$ cat src/rtl/quad_step_divider_pkg.sv
package quad_step_divider_pkg;

  typedef enum logic [1:0] {
    MV_NONE = 2'b00,
    MV_FWD  = 2'b01,
    MV_BWD  = 2'b10
  } move_e;

  typedef struct packed {
    logic qa;
    logic qb;
  } quad_t;

  localparam quad_t QUAD_RESET = '{qa: 1'b1, qb: 1'b0};

  function automatic quad_t rotate_fwd(quad_t q);
    quad_t r;
    r.qa = ~q.qb;
    r.qb = q.qa;
    return r;
  endfunction

  function automatic quad_t rotate_bwd(quad_t q);
    quad_t r;
    r.qa = q.qb;
    r.qb = ~q.qa;
    return r;
  endfunction

endpackage

$ cat src/rtl/qsd_step_qualifier.sv
module qsd_step_qualifier
  import quad_step_divider_pkg::*;
(
  input  logic  step_up,
  input  logic  step_dn,
  output move_e move
);

  always_comb begin
    unique case ({step_up, step_dn})
      2'b10:   move = MV_FWD;
      2'b01:   move = MV_BWD;
      default: move = MV_NONE;
    endcase
  end

endmodule

$ cat src/rtl/qsd_prescaler.sv
module qsd_prescaler
  import quad_step_divider_pkg::*;
#(
  parameter int DIV_W = 12,
  localparam int CNT_W = DIV_W + 1
) (
  input  logic             clk,
  input  logic             rst_n,
  input  move_e            move,
  input  logic [DIV_W-1:0] divisor,
  output logic             wrap_fwd,
  output logic             wrap_bwd
);

  localparam logic [CNT_W-1:0] ONE     = CNT_W'(1);
  localparam logic [CNT_W-1:0] FULL_N  = CNT_W'(1) << DIV_W;

  logic [CNT_W-1:0] cnt_q;
  logic [CNT_W-1:0] cnt_d;
  logic [CNT_W-1:0] n_eff;

  // Zero in the divisor field encodes the top ratio 2**DIV_W.
  assign n_eff = (divisor == '0) ? FULL_N : {1'b0, divisor};

  always_comb begin
    cnt_d    = cnt_q;
    wrap_fwd = 1'b0;
    wrap_bwd = 1'b0;
    unique case (move)
      MV_FWD: begin
        if (cnt_q >= n_eff) begin
          cnt_d    = ONE;
          wrap_fwd = 1'b1;
        end else begin
          cnt_d = cnt_q + ONE;
        end
      end
      MV_BWD: begin
        if (cnt_q <= ONE) begin
          cnt_d    = n_eff;
          wrap_bwd = 1'b1;
        end else begin
          cnt_d = cnt_q - ONE;
        end
      end
      default: cnt_d = cnt_q;
    endcase
  end

  always_ff @(posedge clk or negedge rst_n) begin
    if (!rst_n) cnt_q <= ONE;
    else        cnt_q <= cnt_d;
  end

  // count never leaves 1..2**DIV_W
  a_r2_cnt_range: assert property (@(posedge clk) disable iff (!rst_n)
    (cnt_q >= ONE) && (cnt_q <= FULL_N));

  // forward step at or above N reloads 1
  a_r2_fwd_reload: assert property (@(posedge clk) disable iff (!rst_n)
    (move == MV_FWD && cnt_q >= n_eff) |=> (cnt_q == ONE));

  // backward step at 1 reloads the divisor ratio
  a_r2_bwd_reload: assert property (@(posedge clk) disable iff (!rst_n)
    (move == MV_BWD && cnt_q == ONE) |=> (cnt_q == $past(n_eff)));

  // no move leaves the count alone
  a_r8_cnt_hold: assert property (@(posedge clk) disable iff (!rst_n)
    (move == MV_NONE) |=> $stable(cnt_q));

endmodule

$ cat src/rtl/qsd_phase_rotator.sv
module qsd_phase_rotator
  import quad_step_divider_pkg::*;
(
  input  logic  clk,
  input  logic  rst_n,
  input  logic  wrap_fwd,
  input  logic  wrap_bwd,
  output quad_t quad
);

  quad_t quad_q;

  always_ff @(posedge clk or negedge rst_n) begin
    if (!rst_n)        quad_q <= QUAD_RESET;
    else if (wrap_fwd) quad_q <= rotate_fwd(quad_q);
    else if (wrap_bwd) quad_q <= rotate_bwd(quad_q);
  end

  assign quad = quad_q;

  // Gray order, one output bit at most per cycle
  a_r11_gray_step: assert property (@(posedge clk) disable iff (!rst_n)
    $countones(quad_q ^ $past(quad_q)) <= 1);

  // forward rotation target
  a_r3_fwd_rotate: assert property (@(posedge clk) disable iff (!rst_n)
    wrap_fwd |=> (quad_q.qa == !$past(quad_q.qb)) && (quad_q.qb == $past(quad_q.qa)));

  // backward rotation target
  a_r4_bwd_rotate: assert property (@(posedge clk) disable iff (!rst_n)
    wrap_bwd |=> (quad_q.qa == $past(quad_q.qb)) && (quad_q.qb == !$past(quad_q.qa)));

  // outputs hold without a wrap
  a_r2_hold_no_wrap: assert property (@(posedge clk) disable iff (!rst_n)
    !(wrap_fwd || wrap_bwd) |=> $stable(quad_q));

endmodule

$ cat src/rtl/qsd_dir_flags.sv
module qsd_dir_flags
  import quad_step_divider_pkg::*;
(
  input  logic  clk,
  input  logic  rst_n,
  input  move_e move,
  output logic  dir_cw,
  output logic  dir_ccw
);

  always_ff @(posedge clk or negedge rst_n) begin
    if (!rst_n) begin
      dir_cw  <= 1'b0;
      dir_ccw <= 1'b0;
    end else begin
      unique case (move)
        MV_FWD: begin
          dir_cw  <= 1'b1;
          dir_ccw <= 1'b0;
        end
        MV_BWD: begin
          dir_cw  <= 1'b0;
          dir_ccw <= 1'b1;
        end
        default: ;
      endcase
    end
  end

  // never both flags
  a_r9_flags_exclusive: assert property (@(posedge clk) disable iff (!rst_n)
    $onehot0({dir_cw, dir_ccw}));

  // flags sticky across idle or conflicting cycles
  a_r8_flags_hold: assert property (@(posedge clk) disable iff (!rst_n)
    (move == MV_NONE) |=> $stable({dir_cw, dir_ccw}));

endmodule

$ cat src/rtl/quad_step_divider.sv
module quad_step_divider
  import quad_step_divider_pkg::*;
#(
  parameter int DIV_W = 12
) (
  input  logic             clk,
  input  logic             rst_n,
  input  logic             step_up,
  input  logic             step_dn,
  input  logic [DIV_W-1:0] divisor,
  output logic             qa,
  output logic             qb,
  output logic             dir_cw,
  output logic             dir_ccw
);

  move_e move;
  logic  wrap_fwd;
  logic  wrap_bwd;
  quad_t quad;

  qsd_step_qualifier u_qual (
    .step_up (step_up),
    .step_dn (step_dn),
    .move    (move)
  );

  qsd_prescaler #(.DIV_W(DIV_W)) u_pre (
    .clk      (clk),
    .rst_n    (rst_n),
    .move     (move),
    .divisor  (divisor),
    .wrap_fwd (wrap_fwd),
    .wrap_bwd (wrap_bwd)
  );

  qsd_phase_rotator u_rot (
    .clk      (clk),
    .rst_n    (rst_n),
    .wrap_fwd (wrap_fwd),
    .wrap_bwd (wrap_bwd),
    .quad     (quad)
  );

  qsd_dir_flags u_dir (
    .clk     (clk),
    .rst_n   (rst_n),
    .move    (move),
    .dir_cw  (dir_cw),
    .dir_ccw (dir_ccw)
  );

  assign qa = quad.qa;
  assign qb = quad.qb;

  // both steps at once change nothing visible
  a_r8_conflict_ignored: assert property (@(posedge clk) disable iff (!rst_n)
    (step_up && step_dn) |=> $stable({qa, qb, dir_cw, dir_ccw}));

  // wraps are mutually exclusive
  a_r2_single_wrap: assert property (@(posedge clk) disable iff (!rst_n)
    !(wrap_fwd && wrap_bwd));

endmodule

$ cat config.mk
export PLATFORM = sky130hd
export DESIGN_NAME = quad_step_divider
export DESIGN_NICKNAME = d
export VERILOG_FILES = /design/src/rtl/quad_step_divider_pkg.sv /design/src/rtl/qsd_step_qualifier.sv /design/src/rtl/qsd_prescaler.sv /design/src/rtl/qsd_phase_rotator.sv /design/src/rtl/qsd_dir_flags.sv /design/src/rtl/quad_step_divider.sv
export SDC_FILE = /design/constraint.sdc
export NUM_CORES = 1
export LEC_CHECK = 0
export CORE_MARGIN = 2
export CORE_UTILIZATION = 45
export DETAILED_ROUTE_END_ITERATION = 10
export PLACE_DENSITY = 0.69
export SYNTH_ARGS = -nofsm -noshare
export SYNTH_HDL_FRONTEND = slang
export SYNTH_HIERARCHICAL = 1
export SYNTH_SLANG_ARGS = --single-unit
$ cat constraint.sdc
create_clock -name clk -period 2.3 [get_ports clk]
set_input_delay 0.345 -clock clk [delete_from_list [all_inputs] [get_ports clk]]
set_output_delay 0.345 -clock clk [all_outputs]
set_load 0.005 [all_outputs]
After elaboration in Yosys (flattened, before gate mapping) --
Cells that the tools add are included.
Storage, ports and cells: bits in registers 17, word-level logic and storage cells 31
Cells by class: add/subtract/negate cells 2, magnitude comparators 2, eq/ne operators 4, multiplexer cells 13, bitwise gates (word level) 2, reductions and logical operators 3
Operators with widths (number):
- two-way mux 13 bit | 3
- case mux 13 bit (2 select lines) | 1
- adder 13 x 1 -> 13 bit, second input constant | 1
- >= comparator 13 bit | 1
- less-or-equal comparator 13 x 1 -> 1 bit, second input constant | 1
- subtractor 13 x 1 -> 13 bit, second input constant | 1
- zero test 12 bit | 1
- equality test 2 x 1 -> 1 bit, second input constant | 2
- equality test 2 bit, second input constant | 2
- two-way mux 1 bit | 4
- two-way mux 2 bit | 2
- case mux 1 bit (2 select lines) | 2
- case mux 2 bit (2 select lines) | 1
- nonzero test 2 bit | 2
- NOT 1 bit | 2

Logic depth before layout (Yosys ltp) --
Gate-level depths: netlist of the first run.
depth after elaboration 6, depth in mapped cells 9

By module --
The synthesis of the first run kept the hierarchy.
By module, submodules not included:
- qsd_prescaler | times used 1, cells an instance 215, area an instance 1605.3 µm², seq. area each 326.6 µm²
- qsd_dir_flags | times used 1, cells an instance 8, area an instance 102.6 µm², seq. area each 50.0 µm²
- qsd_phase_rotator | times used 1, cells an instance 8, area an instance 102.6 µm², seq. area each 51.3 µm²
- qsd_step_qualifier | times used 1, cells an instance 2, area an instance 15.0 µm², seq. area each 0.0 µm²

Worst setup path before layout of the first run --
OpenSTA, ideal clock, no wires.
path kind input -> register, from input divisor[3], to register u_pre.cnt_q[6], arrival time 2406 ps, slack -175 ps, stages 9, buffers on the path 1, cells stage by stage nor4_1 -> nand3_1 -> ha_1 -> nand4_1 -> a2111oi_2 -> or4_4 -> buf_6 -> or4_1 -> nand3_1
On the way: cells in the longest elaborated chain, start to end 5, elaborated cells on any way between the ends 6, classes of those cells order compare: 1; mux: 4; reduce/logical: 1
RTL lines:
- start: declaration | line quad_step_divider.sv:10 | input logic [DIV_W-1:0] divisor,
- zero test 12 bit | line qsd_prescaler.sv:23 | assign n_eff = (divisor == '0) ? FULL_N : {1'b0, divisor};
- two-way mux 13 bit * | line qsd_prescaler.sv:23
- >= comparator 13 bit | line qsd_prescaler.sv:31 | if (cnt_q >= n_eff) begin
- two-way mux 13 bit | line qsd_prescaler.sv:31
- case mux 13 bit (2 select lines) * | line qsd_prescaler.sv:29 | unique case (move)
- end signal: assignment | line qsd_prescaler.sv:52 | else cnt_q <= cnt_d;
- end: declaration | line qsd_prescaler.sv:18 | logic [CNT_W-1:0] cnt_q;
Every way passes the cells marked *; elsewhere a longest branch is shown, timed or not. A chain may end at the register's enable or synchronous reset.

Worst setup path after layout of the first run --
from input divisor[10], to register u_pre.cnt_q[3]
Same word-level chain as after synthesis.

==> impl_metrics.toml, run 1 <==
[placement]
dpl.cell_count = 333
hpwl_mm = 4.01
port_buffers = 19
finalWeightedCongestion = 0.864

[critical_path]
path_cells = "buf_8 > nor4_4 > nand3_2 > ha_4 > nand4_1 > a21oi_2 > or4_4 > or4_4 > nand3_2"
path_delay_family = "simple AND/OR/NAND/NOR gates"
worstPathArrival_ns = 2.56
r2r_start = "u_pre/cnt_q[8]$_DFFE_PN0P_"
rr_endpoint = "u_pre/cnt_q[3]$_DFFE_PN0P_"
cp_num_buf_inv = 1
path_depth = 9
rrSetupSlack_ns = -0.04
cp-endpoint = "u_pre/cnt_q[3]$_DFFE_PN0P_"
crit_required_ns = 2.50
reg2regPathDepth = 7
cp_slowest_cell = "or4_4"
startpoint_type = "input port"
path_max_fanout = 5
worstSetupStartpoint = "divisor[10]"
critPathMaxStageDelay_ns = 0.59
crit_path_end_kind = "register"
criticalPathCategory = "input port to register"

[synthesis]
synth_fp_nets = 269
yosysUniqueCellTypes = 51
ys_ff_latch = 17
synth_warnings = 6
seq_area_frac_synth = 0.234
synth.cell_area_sq_um = 1830
synth_ff_type = "dfrtp_1"
async_reset_ff_frac = 1.00
syn-mean-instance-area_sq_um = 7.83
synth_enable_flop_cells = 0
syn_inst = 233

[drt]
drt_iter0_drc = 178
drt_wl_total_mm = 5.66
viasPerCell = 5.87
drc = 0
drt_first_pass_iters = 6
drt-met1-wl_mm = 2.47
vias = 2007
wl_met3_um = 283
met2_wirelength_mm = 2.72
ant_nets = 0
dr.max_layer_used = "met4"
wire_per_inst_um = 16.6

[floorplanning]
die-height_um = 67.7
dieArea_sq_um = 4580
io_pins = 20
die_w_um = 67.7
core_area_sq_um = 3940
initial_core_util = 0.463
num_rows = 23

[pwr]
pwr-share-comb = 0.709
power_density_nw_per_um2 = 1010
p_clk_frac = 0.091
pwr-share-seq = 0.200
p_leak_uw = 0.00116
swShare = 0.454
intPower_uw = 1460
power_uw = 2680
vdd_ir_drop_max_v = 0.000462
switchingPower_uw = 1220

[clock_tree]
h-tree-depth = 1
worstSkewPairLatency_ns = 0.26
cts_hold_buf = 0
cts_tree = "done"
clock_path_buffers = 2
cts_buffers = 3
ctsRootBufferMaster = "clkbuf_8"
cts_sinks = 17
clk_pin_slew_ns = 0.08

[global_routing]
grt_pass1_vias = 1980
grt_max_degree = 18
grt-ovfl-total = 0
grt_use_total = 0.271
grt_pass1_wl_mm = 9.25
antenna_found_initial = 0

[sta]
finalSetupTns_ns = -0.166
max_slew_margin = 0.757
hold_viol = 0
finalCriticalPeriod_ns = 2.36
worst_slack_ns = -0.0575
rsz0062_at_grt = "true"
clock-skew-final_ns = 0.00477
worst_pin_slew_ns = 0.361
setup_viol = 6
timing.final.crit_share = 1.02
slew_viol_final = 0
fmax_mhz = 424

[layout]
final_cells = 342
drive_above_1_share = 0.342
n_fill_cell = 312
nNetsFinal = 329
mostFrequentLayoutCell = "buf_4"
area_delta_synth_final_pct = 44.9
n_antenna_cell = 0
final_cell_mix = "buf_4, inv_1, nor2_1, nand3_1, ha_1"

[min_path]
min-delay-path-class = "input port to async pin"

[status]
outcome = "finished with violations"
violations = "setup timing"

[flow_run]
drv_cap = 0
[flip-flops by register name, indices dropped and copies added (netlist names)]
register and flops:
u_dir/dir_ccw 1, u_dir/dir_cw 1, u_pre/cnt_q 13, u_rot/quad 2
[repair_timing]
action,in CTS,in global routing
gates resized for setup,63,23
pin swaps,16,10
buffers inserted,5,0
endpoints found under the setup margin,15,15
gates cloned,1,0
[power by group through the flow]
stage	clock network (uW)	registers (uW)	logic (uW)
finish	243	535	1900
CTS	244	527	1750
global placement	0	524	1580
floorplan	0	554	963
global route	262	552	2090
detailed placement	0	525	1610
[worst min-delay path by stage]
stage	endpoint	cells after the start
global placement	u_rot/quad[1]$_DFFE_PN1P_	1
global route	u_pre/cnt_q[10]$_DFFE_PN0P_	2
detailed placement	u_rot/quad[1]$_DFFE_PN1P_	1
CTS	u_pre/cnt_q[10]$_DFFE_PN0P_	2
floorplan	u_dir/dir_ccw$_DFFE_PN0P_	0
finish	u_pre/cnt_q[4]$_DFFE_PN0P_	2
[stage by stage]
stage                     utilization  hold slack, ns  cell area [sq um]  setup WS [ns]
after floorplan                     -          0.0494               1870         -0.148
after global placement          0.611           0.469               2410         -0.683
after detailed placement        0.611           0.458               2410         -0.748
after CTS                       0.646           0.417               2540        -0.0731
after global routing            0.671           0.444               2650         -0.108
final                           0.671           0.413               2650        -0.0575
[synth_stat cells, drive strengths merged (2+ instances only)]
cell	n	area, sq um
nand3	20	100
inv	19	71.3
o21ai	12	60.1
a211o	4	35.0
or3	2	12.5
nor2b	4	25.0
xor2	6	52.6
nand4	6	37.5
and3	2	12.5
a211oi	7	52.6
a21o	2	15.0
a21oi	15	78.8
clkbuf	13	48.8
o21a	2	15.0
ha	20	250
dfrtp	15	375
or4	5	41.3
buf	2	15.0
nor3	8	40.0
dfstp	2	52.6
o31a	2	17.5
and2b	2	16.3
nor2	17	63.8
nor4	6	65.1
o211ai	2	15.0
nand2	17	63.8
mux2i	4	40.0
[cell type report]
type | instances | area [sq um] | area share
timing repair buffer | 69 | 574 | 0.217
sequential | 17 | 428 | 0.162
multi-input combinational | 183 | 1460 | 0.553
tap | 50 | 62.6 | 0.0237
inverter | 19 | 71.3 | 0.0270
clock buffer | 4 | 45.0 | 0.0170
[logic make-up (layout without fill, tap and decap cells)]
group                    count (synthesis)  count (layout)  share of synthesized area
AND/OR/NAND/NOR                         95              96                      0.289
AO/OA/AOI/OAI                           55              55                      0.202
buffers and inverters                   34              92                     0.0740
adder cells (fa/ha/maj)                 20              20                      0.137
flip-flops                              17              17                      0.234
XOR/XNOR                                 7               7                     0.0336
multiplexers                             5               5                     0.0302
[metal layers]
metal  vias to the layer above  track usage
li1                        972            -
met1                       952        0.359
met2                        65        0.439
met3                        18       0.0400
met4                         0        0.112
met5                         -            0
Note: power is estimated with default switching activity, not from simulation.
==> run 2: changes to the inputs <==
--- a/config.mk
+++ b/config.mk
@@ -7,6 +7,7 @@
 export LEC_CHECK = 0
 export CORE_MARGIN = 2
 export CORE_UTILIZATION = 45
+export CTS_CLUSTER_SIZE = 14
 export DETAILED_ROUTE_END_ITERATION = 10
 export PLACE_DENSITY = 0.69
 export SYNTH_ARGS = -nofsm -noshare
==> constraint.sdc (replaced) <==
create_clock -name clk -period 2.3 [get_ports clk]
set_input_delay 0.345 -clock clk [delete_from_list [all_inputs] [get_ports clk]]
set_output_delay 0.345 -clock clk [all_outputs]
set_load 0.01 [all_outputs]
==> results of run 2 <==
The final DEF is identical to that of run 1. Status: finished with violations: setup timing.
Main changes from that run: total power 2680 uW -> 2690 uW
